## src/rtl/serial_rx_pkg.sv

```systemverilog
package serial_rx_pkg;

    localparam int BYTE_W = 8;

    typedef enum logic [1:0] {
        WLEN5 = 2'b00,
        WLEN6 = 2'b01,
        WLEN7 = 2'b10,
        WLEN8 = 2'b11
    } wlen_e;

    typedef enum logic [1:0] {
        PAR_ODD   = 2'b00,
        PAR_EVEN  = 2'b01,
        PAR_MARK  = 2'b10,
        PAR_SPACE = 2'b11
    } par_kind_e;

    typedef enum logic [2:0] {
        ST_IDLE,
        ST_START,
        ST_DATA,
        ST_PAR,
        ST_STOP,
        ST_HOLD
    } rx_state_e;

    typedef struct packed {
        wlen_e     wlen;
        logic      par_en;
        par_kind_e par_kind;
    } rx_cfg_t;

    typedef struct packed {
        logic [BYTE_W-1:0] data;
        logic              perr;
        logic              ferr;
        logic              brk;
    } rx_event_t;

    // index of the final data bit for a word length code
    function automatic logic [2:0] last_bit_idx(input wlen_e w);
        return 3'd4 + {1'b0, w};
    endfunction

    // bits of the byte that a word length actually fills
    function automatic logic [BYTE_W-1:0] width_mask(input wlen_e w);
        return 8'hFF >> (2'd3 - w);
    endfunction

    // parity bit value the sender should have produced
    function automatic logic parity_expect(input logic [BYTE_W-1:0] d,
                                           input par_kind_e k);
        case (k)
            PAR_ODD:  return ~(^d);
            PAR_EVEN: return ^d;
            PAR_MARK: return 1'b1;
            default:  return 1'b0;
        endcase
    endfunction

endpackage

```

## src/rtl/rx_line_select.sv

```systemverilog
module rx_line_select #(
    parameter int SYNC_STAGES = 2
) (
    input  logic clk,
    input  logic rst,
    input  logic rxd,
    input  logic loop_en,
    input  logic loop_txd,
    output logic line
);
    logic       raw;
    logic [SYNC_STAGES-1:0] chain;

    assign raw = loop_en ? loop_txd : rxd;

    generate
        for (genvar i = 0; i < SYNC_STAGES; i++) begin : g_sync
            always_ff @(posedge clk) begin
                if (rst)
                    chain[i] <= 1'b1;
                else if (i == 0)
                    chain[i] <= raw;
                else
                    chain[i] <= chain[(i == 0) ? 0 : i-1];
            end
        end
    endgenerate

    assign line = chain[SYNC_STAGES-1];

endmodule

```

## src/rtl/rx_frame_engine.sv

```systemverilog
module rx_frame_engine
    import serial_rx_pkg::*;
#(
    parameter int OVERSAMPLE = 16
) (
    input  logic      clk,
    input  logic      rst,
    input  logic      tick,
    input  logic      line,
    input  rx_cfg_t   cfg,
    output logic      ev_valid,
    output rx_event_t ev
);
    localparam int CW = $clog2(OVERSAMPLE);
    localparam logic [CW-1:0] CNT_LAST    = CW'(OVERSAMPLE - 1);
    localparam logic [CW-1:0] CNT_CONFIRM = CW'(OVERSAMPLE / 2 - 1);

    rx_state_e          state;
    logic [CW-1:0]      cnt;
    logic [2:0]         idx;
    logic [BYTE_W-1:0]  shreg;
    logic               par_s;
    logic               all_zero;
    logic               mid;

    assign mid = tick && (cnt == CNT_LAST);

    always_ff @(posedge clk) begin
        if (rst) begin
            state    <= ST_IDLE;
            cnt      <= '0;
            idx      <= '0;
            shreg    <= '0;
            par_s    <= 1'b0;
            all_zero <= 1'b0;
            ev_valid <= 1'b0;
            ev       <= '0;
        end else begin
            ev_valid <= 1'b0;
            case (state)
                ST_IDLE: begin
                    if (tick && !line) begin
                        state <= ST_START;
                        cnt   <= '0;
                    end
                end
                ST_START: begin
                    if (tick) begin
                        if (cnt == CNT_CONFIRM) begin
                            cnt      <= '0;
                            idx      <= '0;
                            shreg    <= '0;
                            par_s    <= 1'b0;
                            all_zero <= 1'b1;
                            state    <= line ? ST_IDLE : ST_DATA;
                        end else begin
                            cnt <= cnt + 1'b1;
                        end
                    end
                end
                ST_DATA: begin
                    if (mid) begin
                        cnt        <= '0;
                        shreg[idx] <= line;
                        all_zero   <= all_zero & ~line;
                        if (idx == last_bit_idx(cfg.wlen))
                            state <= cfg.par_en ? ST_PAR : ST_STOP;
                        else
                            idx <= idx + 1'b1;
                    end else if (tick) begin
                        cnt <= cnt + 1'b1;
                    end
                end
                ST_PAR: begin
                    if (mid) begin
                        cnt      <= '0;
                        par_s    <= line;
                        all_zero <= all_zero & ~line;
                        state    <= ST_STOP;
                    end else if (tick) begin
                        cnt <= cnt + 1'b1;
                    end
                end
                ST_STOP: begin
                    if (mid) begin
                        cnt      <= '0;
                        ev_valid <= 1'b1;
                        ev.data  <= shreg & width_mask(cfg.wlen);
                        ev.perr  <= cfg.par_en &&
                                    (par_s != parity_expect(shreg & width_mask(cfg.wlen),
                                                            cfg.par_kind));
                        ev.ferr  <= ~line;
                        ev.brk   <= all_zero & ~line;
                        state    <= (all_zero && !line) ? ST_HOLD : ST_IDLE;
                    end else if (tick) begin
                        cnt <= cnt + 1'b1;
                    end
                end
                ST_HOLD: begin
                    if (line)
                        state <= ST_IDLE;
                end
                default: state <= ST_IDLE;
            endcase
        end
    end

    // bits above the programmed word length never carry data
    assert_upper_zero_R2: assert property (@(posedge clk) disable iff (rst)
        ev_valid |-> ((ev.data & ~width_mask(cfg.wlen)) == '0));

    // a break character is followed by waiting, not another character
    assert_break_single_R8: assert property (@(posedge clk) disable iff (rst)
        (ev_valid && ev.brk) |=> (!ev_valid && state == ST_HOLD));

    // a frame is only entered after the confirmation sample was low
    assert_start_confirm_R1: assert property (@(posedge clk) disable iff (rst)
        (state == ST_START && tick && cnt == CNT_CONFIRM && line) |=> state == ST_IDLE);

endmodule

```

## src/rtl/rx_status_regs.sv

```systemverilog
module rx_status_regs
    import serial_rx_pkg::*;
(
    input  logic              clk,
    input  logic              rst,
    input  logic              ev_valid,
    input  rx_event_t         ev,
    input  logic              rd_data,
    input  logic              rd_shadow,
    input  logic              rd_status,
    input  logic              loop_en,
    output logic [BYTE_W-1:0] rdata,
    output logic [7:0]        status,
    output logic              avail_irq,
    output logic              err_irq
);
    logic [BYTE_W-1:0] hold_q;
    logic avail_q, ovr_q, pe_q, fe_q, brk_q;
    logic avail_n, ovr_n, pe_n, fe_n, brk_n;
    logic keep;

    assign keep = ~rd_status;

    always_comb begin
        avail_n = ev_valid ? 1'b1 : (avail_q & ~rd_data);
        ovr_n   = (ovr_q & keep) | (ev_valid & avail_q & ~rd_data);
        pe_n    = (pe_q  & keep) | (ev_valid & ev.perr);
        fe_n    = (fe_q  & keep) | (ev_valid & ev.ferr);
        brk_n   = (brk_q & keep) | (ev_valid & ev.brk);
    end

    always_ff @(posedge clk) begin
        if (rst) begin
            hold_q  <= '0;
            avail_q <= 1'b0;
            ovr_q   <= 1'b0;
            pe_q    <= 1'b0;
            fe_q    <= 1'b0;
            brk_q   <= 1'b0;
            rdata   <= '0;
        end else begin
            if (ev_valid)
                hold_q <= ev.data;
            avail_q <= avail_n;
            ovr_q   <= ovr_n;
            pe_q    <= pe_n;
            fe_q    <= fe_n;
            brk_q   <= brk_n;
            if (rd_status)
                rdata <= status;
            else if (rd_data || rd_shadow)
                rdata <= hold_q;
        end
    end

    assign status    = {3'b000, brk_q, fe_q, pe_q, ovr_q, avail_q};
    assign avail_irq = avail_q & ~loop_en;
    assign err_irq   = (ovr_q | pe_q | fe_q | brk_q) & ~loop_en;

    // a consuming read with no new character empties the buffer
    assert_read_clears_R3: assert property (@(posedge clk) disable iff (rst)
        (rd_data && !ev_valid) |=> !status[0]);

    // a shadow read alone leaves data-available as it was
    assert_shadow_keeps_R4: assert property (@(posedge clk) disable iff (rst)
        (rd_shadow && !rd_data && !ev_valid && status[0]) |=> status[0]);

    // a character landing on a full buffer flags overrun
    assert_overrun_set_R5: assert property (@(posedge clk) disable iff (rst)
        (ev_valid && status[0] && !rd_data) |=> status[1]);

    // a status read with no new character clears every error flag
    assert_status_clear_R9: assert property (@(posedge clk) disable iff (rst)
        (rd_status && !ev_valid) |=> (status[4:1] == 4'b0000));

    // an error arriving with a status read survives it
    assert_new_err_wins_R9: assert property (@(posedge clk) disable iff (rst)
        (ev_valid && ev.ferr && rd_status) |=> status[3]);

endmodule

```

## src/rtl/serial_rx_status.sv

```systemverilog
module serial_rx_status
    import serial_rx_pkg::*;
#(
    parameter int OVERSAMPLE  = 16,
    parameter int SYNC_STAGES = 2
) (
    input  logic       clk,
    input  logic       rst,
    input  logic       baud_tick,
    input  logic       rxd,
    input  logic       loop_en,
    input  logic       loop_txd,
    input  logic [1:0] word_len,
    input  logic       parity_en,
    input  logic [1:0] parity_kind,
    input  logic       rd_data,
    input  logic       rd_shadow,
    input  logic       rd_status,
    output logic [7:0] rdata,
    output logic [7:0] status,
    output logic       avail_irq,
    output logic       err_irq
);
    logic      line;
    logic      ev_valid;
    rx_event_t ev;
    rx_cfg_t   cfg;

    assign cfg.wlen     = wlen_e'(word_len);
    assign cfg.par_en   = parity_en;
    assign cfg.par_kind = par_kind_e'(parity_kind);

    rx_line_select #(.SYNC_STAGES(SYNC_STAGES)) u_line (
        .clk      (clk),
        .rst      (rst),
        .rxd      (rxd),
        .loop_en  (loop_en),
        .loop_txd (loop_txd),
        .line     (line)
    );

    rx_frame_engine #(.OVERSAMPLE(OVERSAMPLE)) u_frame (
        .clk      (clk),
        .rst      (rst),
        .tick     (baud_tick),
        .line     (line),
        .cfg      (cfg),
        .ev_valid (ev_valid),
        .ev       (ev)
    );

    rx_status_regs u_regs (
        .clk       (clk),
        .rst       (rst),
        .ev_valid  (ev_valid),
        .ev        (ev),
        .rd_data   (rd_data),
        .rd_shadow (rd_shadow),
        .rd_status (rd_status),
        .loop_en   (loop_en),
        .rdata     (rdata),
        .status    (status),
        .avail_irq (avail_irq),
        .err_irq   (err_irq)
    );

    // the request lines stay low with nothing buffered or flagged
    assert_irq_source_R10: assert property (@(posedge clk) disable iff (rst)
        (status[4:0] == 5'b0) |-> (!avail_irq && !err_irq));

endmodule

```

## config.mk

```make
export PLATFORM = sky130hd
export DESIGN_NAME = serial_rx_status
export DESIGN_NICKNAME = d
export VERILOG_FILES = /design/src/rtl/serial_rx_pkg.sv /design/src/rtl/rx_line_select.sv /design/src/rtl/rx_frame_engine.sv /design/src/rtl/rx_status_regs.sv /design/src/rtl/serial_rx_status.sv
export SDC_FILE = /design/constraint.sdc
export NUM_CORES = 1
export LEC_CHECK = 0
export ABC_AREA = 1
export CORE_UTILIZATION = 35
export DETAILED_ROUTE_END_ITERATION = 16
export PLACE_DENSITY = 0.52
export SLEW_MARGIN = 30
export SYNTH_ARGS = -nofsm -noshare
export SYNTH_HDL_FRONTEND = slang
export SYNTH_HIERARCHICAL = 1
export SYNTH_SLANG_ARGS = --single-unit
```

## constraint.sdc

```tcl
create_clock -name clk -period 2.3 [get_ports clk]
set_clock_uncertainty 0.2 [all_clocks]
set_input_delay 0.46 -clock clk [delete_from_list [all_inputs] [get_ports clk]]
set_output_delay 0.46 -clock clk [all_outputs]
set_load 0.05 [all_outputs]
```

==> metrics list, run 1 <==
* Non-filler instance count after layout: 529
* Mean number of vias per cell: 4.809
- For the worst setup path, the data arrival time is 1.57 ns.
* Reg clk slew, reported paths: about 0.11 ns
- Peak ir drop on the vdd network: 0.3828 mV
- The number of hold violations in the final report is 0.
- The later pin in the worst-skew pair is clocked with a latency of 0.31 ns.
- The total overflow left after global routing is 0.
* Number of library cell types mapped by synthesis: 39
- For this configuration, the core starts out at a cell density of 36.98%.
* Path type of the worst setup path: reg2out
- For this run, the leading register cell type out of synthesis is sky130_fd_sc_hd__dfxtp_1.
- After synthesis the cells add up to 2754 µm².
* Count of hold-fix buffers inserted at cts: 0
* Worst max-slew margin expressed relative to the limit: 66.40%
- After floorplanning, the core was divided into 31 placement rows.
- Reg2Reg Launch Point: u_frame/cnt[0]
- The clock tree synthesis step divided the H-tree into 2 levels.
- Maximum net fanout on the critical path: 4
- Worst reg2reg endpoint: u_frame/shreg[4]
- Power spread over the standard cell area amounts to around 690 nW/µm².
- Entering global routing, the biggest net connects 23 pins.
- Among all stages on the critical path, the largest delay is contributed by sky130_fd_sc_hd__clkdlybuf4s50_1.
- Chip height: 90.71 µm
- Synth area leaders: sky130_fd_sc_hd__dfxtp_1 40%, sky130_fd_sc_hd__nand2_1 11%, sky130_fd_sc_hd__nor2_1 8.5%, sky130_fd_sc_hd__o21ai_0 7.3%, sky130_fd_sc_hd__a21oi_1 5.5%
* Sequential share of power: 47.1%
- Leak pwr: 1.336 nW
- Via count: between 2000 and 3000
- The min-delay analysis places its worst path in the category reg2reg.
- The root buffer cell chosen for the clock tree is sky130_fd_sc_hd__clkbuf_8.
- Internal power component: ~0.0014 W
- Counting instances, the worst hold path has a depth of 1.
* Clock share of power: between 20% and 30%
- Setup slack on the worst reg-to-reg path comes out at ~0.30 ns.
* Area fraction of the dominant cell type after synthesis: between 30% and 40%
- Launching element type of the critical path: flip-flop
- Core Footprint: 7447 µm²
- In this run the horizontal extent of the chip is around 91 µm.
- The initial antenna violation count was 0.
- Buffers added to address setup during post-CTS repair amount to 0.
- Cells with a size suffix above 1 make up 9.302% of the layout.
- Endpoint type of the worst setup path: output port
- Detailed Routing Iterations Pass 1: 4
* Placed wire-length estimate after detailed placement: about 4700 µm
- Stage delay of the slowest cell on the critical path: 0.84 ns
* Fillcell total: 817
- Across the run, the number of max-cap violations was 0.
* Final clock period utilization by the worst path: between 90% and 100%
* Post-cts resize count: 0
- Routability congestion estimate: 0.8295
* Port buffer count: 28
- Global routing consumed, over all layers together, 16.02% of the routing resources.
* Highest attainable clock frequency: 0.4485 GHz
* ANT nets after route: 0
- Overall die area: 8227 µm²
* Final core utilization: between 40% and 50%
- Setup total negative slack on the finished layout was measured at 0 ns.
- For this design the top-level I/O count stands at 32.
* Number of flops mapped to enable cells by yosys: 0
* Deepest clock path buffer count: 2
- The first global-routing pass estimated 10910 µm of wire.
* Cell class contributing the biggest share of worst-path delay: buffers and inverters
- Final min period: 2.230 ns
* CTS Buf Count: 5
- In this run, synthesis produced a sequential element count of 55.
* Fraction of power consumed by combinational cells: 28.4%
- The share of the Yosys chip area taken by registers is 39.98%.
- Synthesis produced a netlist whose cell count is 400.
* Switching part of the total power: 35.23%
- The number of global-route vias before repair was 2432.
- Setup repair after global routing left no endpoint under its margin.
* Placed cells: 521
- For the worst setup path, the data required time is 1.64 ns.
* Worst-margin pin slew: 0.5024 ns
- Critical path cell sequence: clkdlybuf4s50_1
* Share of async-settable or async-resettable flops after synthesis: 0%
- Synthesis warning total: 6
- TritonCTS Sinks: 55
- TritonCTS built the clock tree.
- Dividing the detail-routed wire length by the instance count gives 11.64 µm.
- In the final design database the tool counted between 400 and 500 nets.
- Area delta synth->final: 17.45%
* R2R cell count: 9
* Number of buffer and inverter stages on the critical path: 1
* Setup violation total in the final timing report: 0
- The run finished with clean final reports.
- Drc violations: 0
- Final-report max-slew violation count: 0
- Dividing the synthesized area by the synthesized cell count gives a little under 7 µm².
- The number of antenna diodes in the final layout is 0.
- Worst Min Path Start: u_line/chain[0]
- Switching power total: 0.0007825 W
* Detailed Route WL: ~6200 µm
- Hold endpoint: u_line/line
- Summed over all instances, the cell type with the most area after synthesis is sky130_fd_sc_hd__dfxtp_1.
- Worst hold slack: 0.2179 ns
* DRT iter0 DRCs: 91
## cell type report
type | count | area, µm² | share of cell area [%]
repair buffers | 38 | 375.4 | 11.61
flip-flops and latches | 55 | 1101 | 34.04
clock buffers | 5 | 68.82 | 2.128
well taps | 99 | 123.9 | 3.830
multi-input cells | 283 | 1365 | 42.21
clock inverters | 3 | 25.02 | 0.7737
inverters | 46 | 175.2 | 5.416
## metrics by stage
stage          power [W]  instance area, µm²  setup slack, ns
5_1_grt         0.002370                3234         0.008833
2_1_floorplan   0.001522                2761           0.4199
3_3_place_gp    0.001700                3141          0.01799
3_5_place_dp    0.001700                3141         -0.02032
4_1_cts         0.002256                3234          0.05323
6_report        0.002221                3234          0.07013
## worst register-to-register path, stage by stage (launching register included)
cell	delay, ns
sky130_fd_sc_hd__dfxtp_1	0.39
sky130_fd_sc_hd__ha_1	0.21
sky130_fd_sc_hd__nand2_1	0.09
sky130_fd_sc_hd__nor3_2	0.16
sky130_fd_sc_hd__inv_2	0.11
sky130_fd_sc_hd__a21oi_4	0.18
sky130_fd_sc_hd__o21ai_4	0.10
sky130_fd_sc_hd__nor3_4	0.27
sky130_fd_sc_hd__nand2_1	0.10
sky130_fd_sc_hd__a21oi_1	0.13
## synthesized netlist by cell type (2+ instances only)
master and n:
sky130_fd_sc_hd__buf_4 9, sky130_fd_sc_hd__nand3_1 20, sky130_fd_sc_hd__nand4_1 5, sky130_fd_sc_hd__o21ai_1 2, sky130_fd_sc_hd__buf_2 3, sky130_fd_sc_hd__nor2_1 62, sky130_fd_sc_hd__ha_1 2, sky130_fd_sc_hd__buf_6 2
sky130_fd_sc_hd__inv_1 38, sky130_fd_sc_hd__inv_2 5, sky130_fd_sc_hd__nand2_2 4, sky130_fd_sc_hd__a21oi_1 30, sky130_fd_sc_hd__dfxtp_1 55, sky130_fd_sc_hd__a22oi_1 3, sky130_fd_sc_hd__xor2_1 2, sky130_fd_sc_hd__clkinv_1 2
sky130_fd_sc_hd__o21ai_0 40, sky130_fd_sc_hd__a211oi_1 2, sky130_fd_sc_hd__nor3_1 9, sky130_fd_sc_hd__nor3_2 2, sky130_fd_sc_hd__clkbuf_1 4, sky130_fd_sc_hd__nand2_1 81, sky130_fd_sc_hd__nor2_2 2
## cell families (layout without fill, tap and decap cells)
logic type | after synthesis | in the layout | synth area share, %
other cells | 1 | 3 | 0.1362
buf+inv | 64 | 92 | 10.72
simple gates | 192 | 192 | 30.58
fa+ha+maj | 2 | 2 | 0.9085
flops | 55 | 55 | 39.98
compound gates | 84 | 84 | 17.04
xor+xnor | 2 | 2 | 0.6362
## worst max-delay path by stage
| stage | from | to | depth (start not counted) | slack, ns |
|---|---|---|---|---|
| finish | u_regs/pe_q | status[2] | 1 | 0.07 |
| global route | u_regs/brk_q | status[4] | 1 | 0.009 |
| CTS | u_regs/fe_q | status[3] | 1 | 0.05 |
| detailed placement | word_len[0] | u_frame/ev[2] | 11 | -0.02 |
| global placement | word_len[0] | u_frame/ev[2] | 12 | 0.02 |
| floorplan | loop_en | err_irq | 1 | 0.42 |
## layout by cell type, fill, tap and decap left out, types with 2 or more instances in the layout
| master | n |
|---|---|
| sky130_fd_sc_hd__inv_2 | 5 |
| sky130_fd_sc_hd__nor2_2 | 2 |
| sky130_fd_sc_hd__nor3_2 | 2 |
| sky130_fd_sc_hd__nand4_1 | 5 |
| sky130_fd_sc_hd__inv_1 | 38 |
| sky130_fd_sc_hd__clkbuf_8 | 5 |
| sky130_fd_sc_hd__conb_1 | 3 |
| sky130_fd_sc_hd__buf_4 | 10 |
| sky130_fd_sc_hd__a21oi_1 | 30 |
| sky130_fd_sc_hd__clkdlybuf4s50_1 | 26 |
| sky130_fd_sc_hd__buf_12 | 2 |
| sky130_fd_sc_hd__nand2_1 | 81 |
| sky130_fd_sc_hd__nor3_1 | 9 |
| sky130_fd_sc_hd__nand2_2 | 4 |
| sky130_fd_sc_hd__xor2_1 | 2 |
| sky130_fd_sc_hd__dfxtp_1 | 55 |
| sky130_fd_sc_hd__nor2_1 | 62 |
| sky130_fd_sc_hd__nand3_1 | 20 |
| sky130_fd_sc_hd__a211oi_1 | 2 |
| sky130_fd_sc_hd__ha_1 | 2 |
| sky130_fd_sc_hd__clkinv_4 | 2 |
| sky130_fd_sc_hd__clkinv_1 | 2 |
| sky130_fd_sc_hd__o21ai_1 | 2 |
| sky130_fd_sc_hd__a22oi_1 | 3 |
| sky130_fd_sc_hd__o21ai_0 | 40 |
## layer usage
metal	up-vias	GRT usage, %	routed length, µm
li1	1351	-	-
met1	1146	19.96	2906
met2	38	27.97	2993
met3	9	2.525	174
met4	0	5.242	83
met5	-	0	0
## power by group through the flow
| stage | Sequential (W) | Combinational, W | Clock, W |
|---|---|---|---|
| finish | 0.00105 | 0.000630 | 0.000544 |
| global route | 0.00105 | 0.000712 | 0.000605 |
| CTS | 0.00105 | 0.000634 | 0.000576 |
| detailed placement | 0.00107 | 0.000632 | 0 |
| global placement | 0.00107 | 0.000633 | 0 |
| floorplan | 0.00108 | 0.000441 | 0 |
## sequential cells by signal (all words and copies together) (netlist names), 3 cells and up
name           count
u_frame/idx        3
u_frame/state      3
u_regs/hold_q      8
u_frame/shreg      8
u_regs/rdata       8
u_frame/ev        11
u_frame/cnt        4
Note: power is estimated with default switching activity, not from simulation.
==> inputs of run 2 (changes only) <==
--- a/config.mk
+++ b/config.mk
@@ -6,6 +6,7 @@
 export NUM_CORES = 1
 export LEC_CHECK = 0
 export ABC_AREA = 1
+export CORE_MARGIN = 2
 export CORE_UTILIZATION = 35
 export DETAILED_ROUTE_END_ITERATION = 16
 export PLACE_DENSITY = 0.52
==> run 2 against run 1 <==
Effect of this change:
- sequential share of layout area about the same
- non-clock buffer count unchanged
- final cell count increased by 0.57%
- clock power decreased by 1%
- routed wire length fell by 3.2%
- critical path type unchanged
- largest cell class unchanged
- highest routed layer unchanged
==> metrics list, run 2 (synthesis gave the netlist of run 1 again) <==
* Setup slack, reg-to-reg: 0.29 ns
* TritonCTS Sinks: 55
- Placed wire-length estimate after detailed placement: 4449 µm
* Core Footprint: 7687 µm²
* Stage delay of the slowest cell on the critical path: 0.83 ns
* Sequential share of power: 47.4%
- Non-filler instance count after layout: 532
- Traced cell by cell, the critical path runs through clkdlybuf4s50_1.
- Final-report max-slew violation count: 0
- Fillcell total: 830
* Chip height: approximately 93 µm
- The register with the most flip-flops in the layout has 11 of them.
- Cells fill 42.06% of the core in the end.
- Arrival time at the worst endpoint: between 1.5 and 2 ns
- Commonest non-fill, non-tap cells in the layout: 81 x sky130_fd_sc_hd__nand2_1, 62 x sky130_fd_sc_hd__nor2_1, 55 x sky130_fd_sc_hd__dfxtp_1, 40 x sky130_fd_sc_hd__o21ai_0, 38 x sky130_fd_sc_hd__inv_1
* ANT nets after route: 0
* Share of layout cells above drive strength 1: 9.070%
- Routability congestion estimate: 0.8305
- Cell type of the slowest stage on the worst timing path: sky130_fd_sc_hd__clkdlybuf4s50_1
- Setup repair after global routing missed its margin: false
- Most flops, register: u_frame/ev
* Initial antenna violation count: 0
- GRT busiest layer: met2
- The kind of cell with the highest combined delay along the critical path is buffers and inverters.
- In this run the critical register-to-register path is captured at u_frame/shreg[6].
- Mean number of vias per cell: between 4 and 5
* DRT iter0 DRCs: 95
- Timing analysis after detailed placement gives a worst setup slack of -0.1418 ns.
- The startpoint identified for the worst register-to-register timing path is u_frame/cnt[0].
- Initial cell density of the core: 35.82%
- For the pin with the worst max-slew slack, the measured transition is roughly 0.50 ns.
* Worst path depth: 1
- Worst max-slew margin expressed relative to the limit: 66.81%
- Worst hold-check path type: reg2reg
- Path type of the worst setup path: reg2out
- The number of antenna diodes in the final layout is 0.
- Placed cells: about 520
* Highest attainable clock frequency: ~0.45 GHz
- Via count: 2468
- Summed over all nets, the switching power comes to 0.0007697 W.
- Met3 track utilization from global routing: 2.766%
- Ratio of total power to cell area: 683.2 nW/µm²
* Required time reported for the critical path endpoint: 1.64 ns
* Peak ir drop on the vdd network: 0.5371 mV
* Average wire per standard cell: 11.20 µm
* Detailed Routing Iterations Pass 1: 4
- Counting instances, the worst hold path has a depth of 1.
- In this run the post-CTS setup repair buffer count came out at 0.
- The tool flagged a number of max-cap violations equal to 0.
- Die width: 92.71 µm
* Number of rows in the core area: 32
- For this run the aggregate overflow at the end of global routing stands at 0.
* Run status: finished, final reports clean
- Clock latency of the later-clocked register in the worst-skew pair: around 0.3 ns
- In this run the deepest clock path goes through 2 buffers.
* Count of hold-fix buffers inserted at cts: 0
- Met1 Resource Use GR: between 10% and 20%
* Number of buffer and inverter stages on the critical path: 1
* Leak pwr: 1.334 nW
- The first global-routing pass estimated 10250 µm of wire.
* Drc violations: 0
- For this block, the routed nets add up to roughly 6000 µm of wire.
- Overall die area: 8594 µm²
- Count of H-tree levels built during CTS: 2
- Setup violations remaining at the end of the flow were counted as 0.
- GRT Util Overall: between 10% and 20%
- Final clock period utilization by the worst path: 95.63%
* CTS Root Buffer Type: sky130_fd_sc_hd__clkbuf_8
- Top Ports: 32
- Across all setup checks in the final design, the least slack found is around 0.1 ns.
- Entering global routing, the biggest net connects 19 pins.
- R2R cell count: 9
* Area delta synth->final: 17.40%
* Endpoint type of the worst setup path: output port
- The number of hold violations in the final report is 0.
* Internal power component: ~0.0014 W
- Worst setup path startpoint: u_regs/ovr_q
- Net switching is 34.84% of the power.
* Reg clk slew, reported paths: 0.10 ns
- Buffers inserted during clock tree synthesis total 5.
- Grt met2 use: 25.00%
- Per report_power, the combinational group accounts for 28.3% of the total.
* Port buffer count: 28
- In this run, post-CTS repair resized a total of 0 instances.
- Vias in the first global route: 2256
- Final min period: 2.200 ns
* Most frequent standard cell in the layout excluding fill and tap cells: sky130_fd_sc_hd__nand2_1
* Clock share of power: 24.3%
* Maximum net fanout on the critical path: 4
* Launching element type of the critical path: flip-flop
* Crit path capture: status[1]
* NumNets Final: 445
- TritonCTS built the clock tree.
-- run 2: worst min path at each step --
stage                               start           to  slack (ns)
after floorplan           u_line/chain[0]  u_line/line        0.19
after global placement    u_line/chain[0]  u_line/line        0.21
after detailed placement  u_line/chain[0]  u_line/line        0.20
after CTS                 u_line/chain[0]  u_line/line        0.23
after global routing      u_line/chain[0]  u_line/line        0.25
final                     u_line/chain[0]  u_line/line        0.23
-- run 2: through the flow --
stage          hold slack, ns  total power, W  TNS (ns)  instance area, µm²
4_1_cts                0.2288        0.002238         0                3233
5_1_grt                0.2542        0.002365         0                3233
3_5_place_dp           0.2004        0.001690   -0.4866                3144
6_report               0.2274        0.002209         0                3233
2_1_floorplan          0.1854        0.001522         0                2761
3_3_place_gp           0.2058        0.001689   -0.3189                3144
-- run 2: area by class of cell --
| type | instances | area (µm²) | area share, % |
|---|---|---|---|
| repair buffers | 38 | 375.4 | 11.61 |
| inverters | 46 | 175.2 | 5.418 |
| flip-flops and latches | 55 | 1101 | 34.06 |
| well taps | 102 | 127.6 | 3.947 |
| multi-input cells | 283 | 1365 | 42.22 |
| clock inverters | 2 | 16.27 | 0.5031 |
| clock buffers | 6 | 72.57 | 2.245 |
-- run 2: metal layers --
metal | part of all wire [%] | up-vias
met5 | 0 | -
met3 | 3.0 | 4
li1 | - | 1344
met2 | 47 | 40
met4 | 0.82 | 0
met1 | 49 | 1080
-- run 2: power groups by stage --
stage	clock network, W	registers [W]	logic [W]
after global placement	0	0.00107	0.000622
after detailed placement	0	0.00107	0.000622
after floorplan	0	0.00108	0.000441
after CTS	0.000567	0.00105	0.000624
after global routing	0.000603	0.00105	0.000708
final	0.000537	0.00105	0.000625
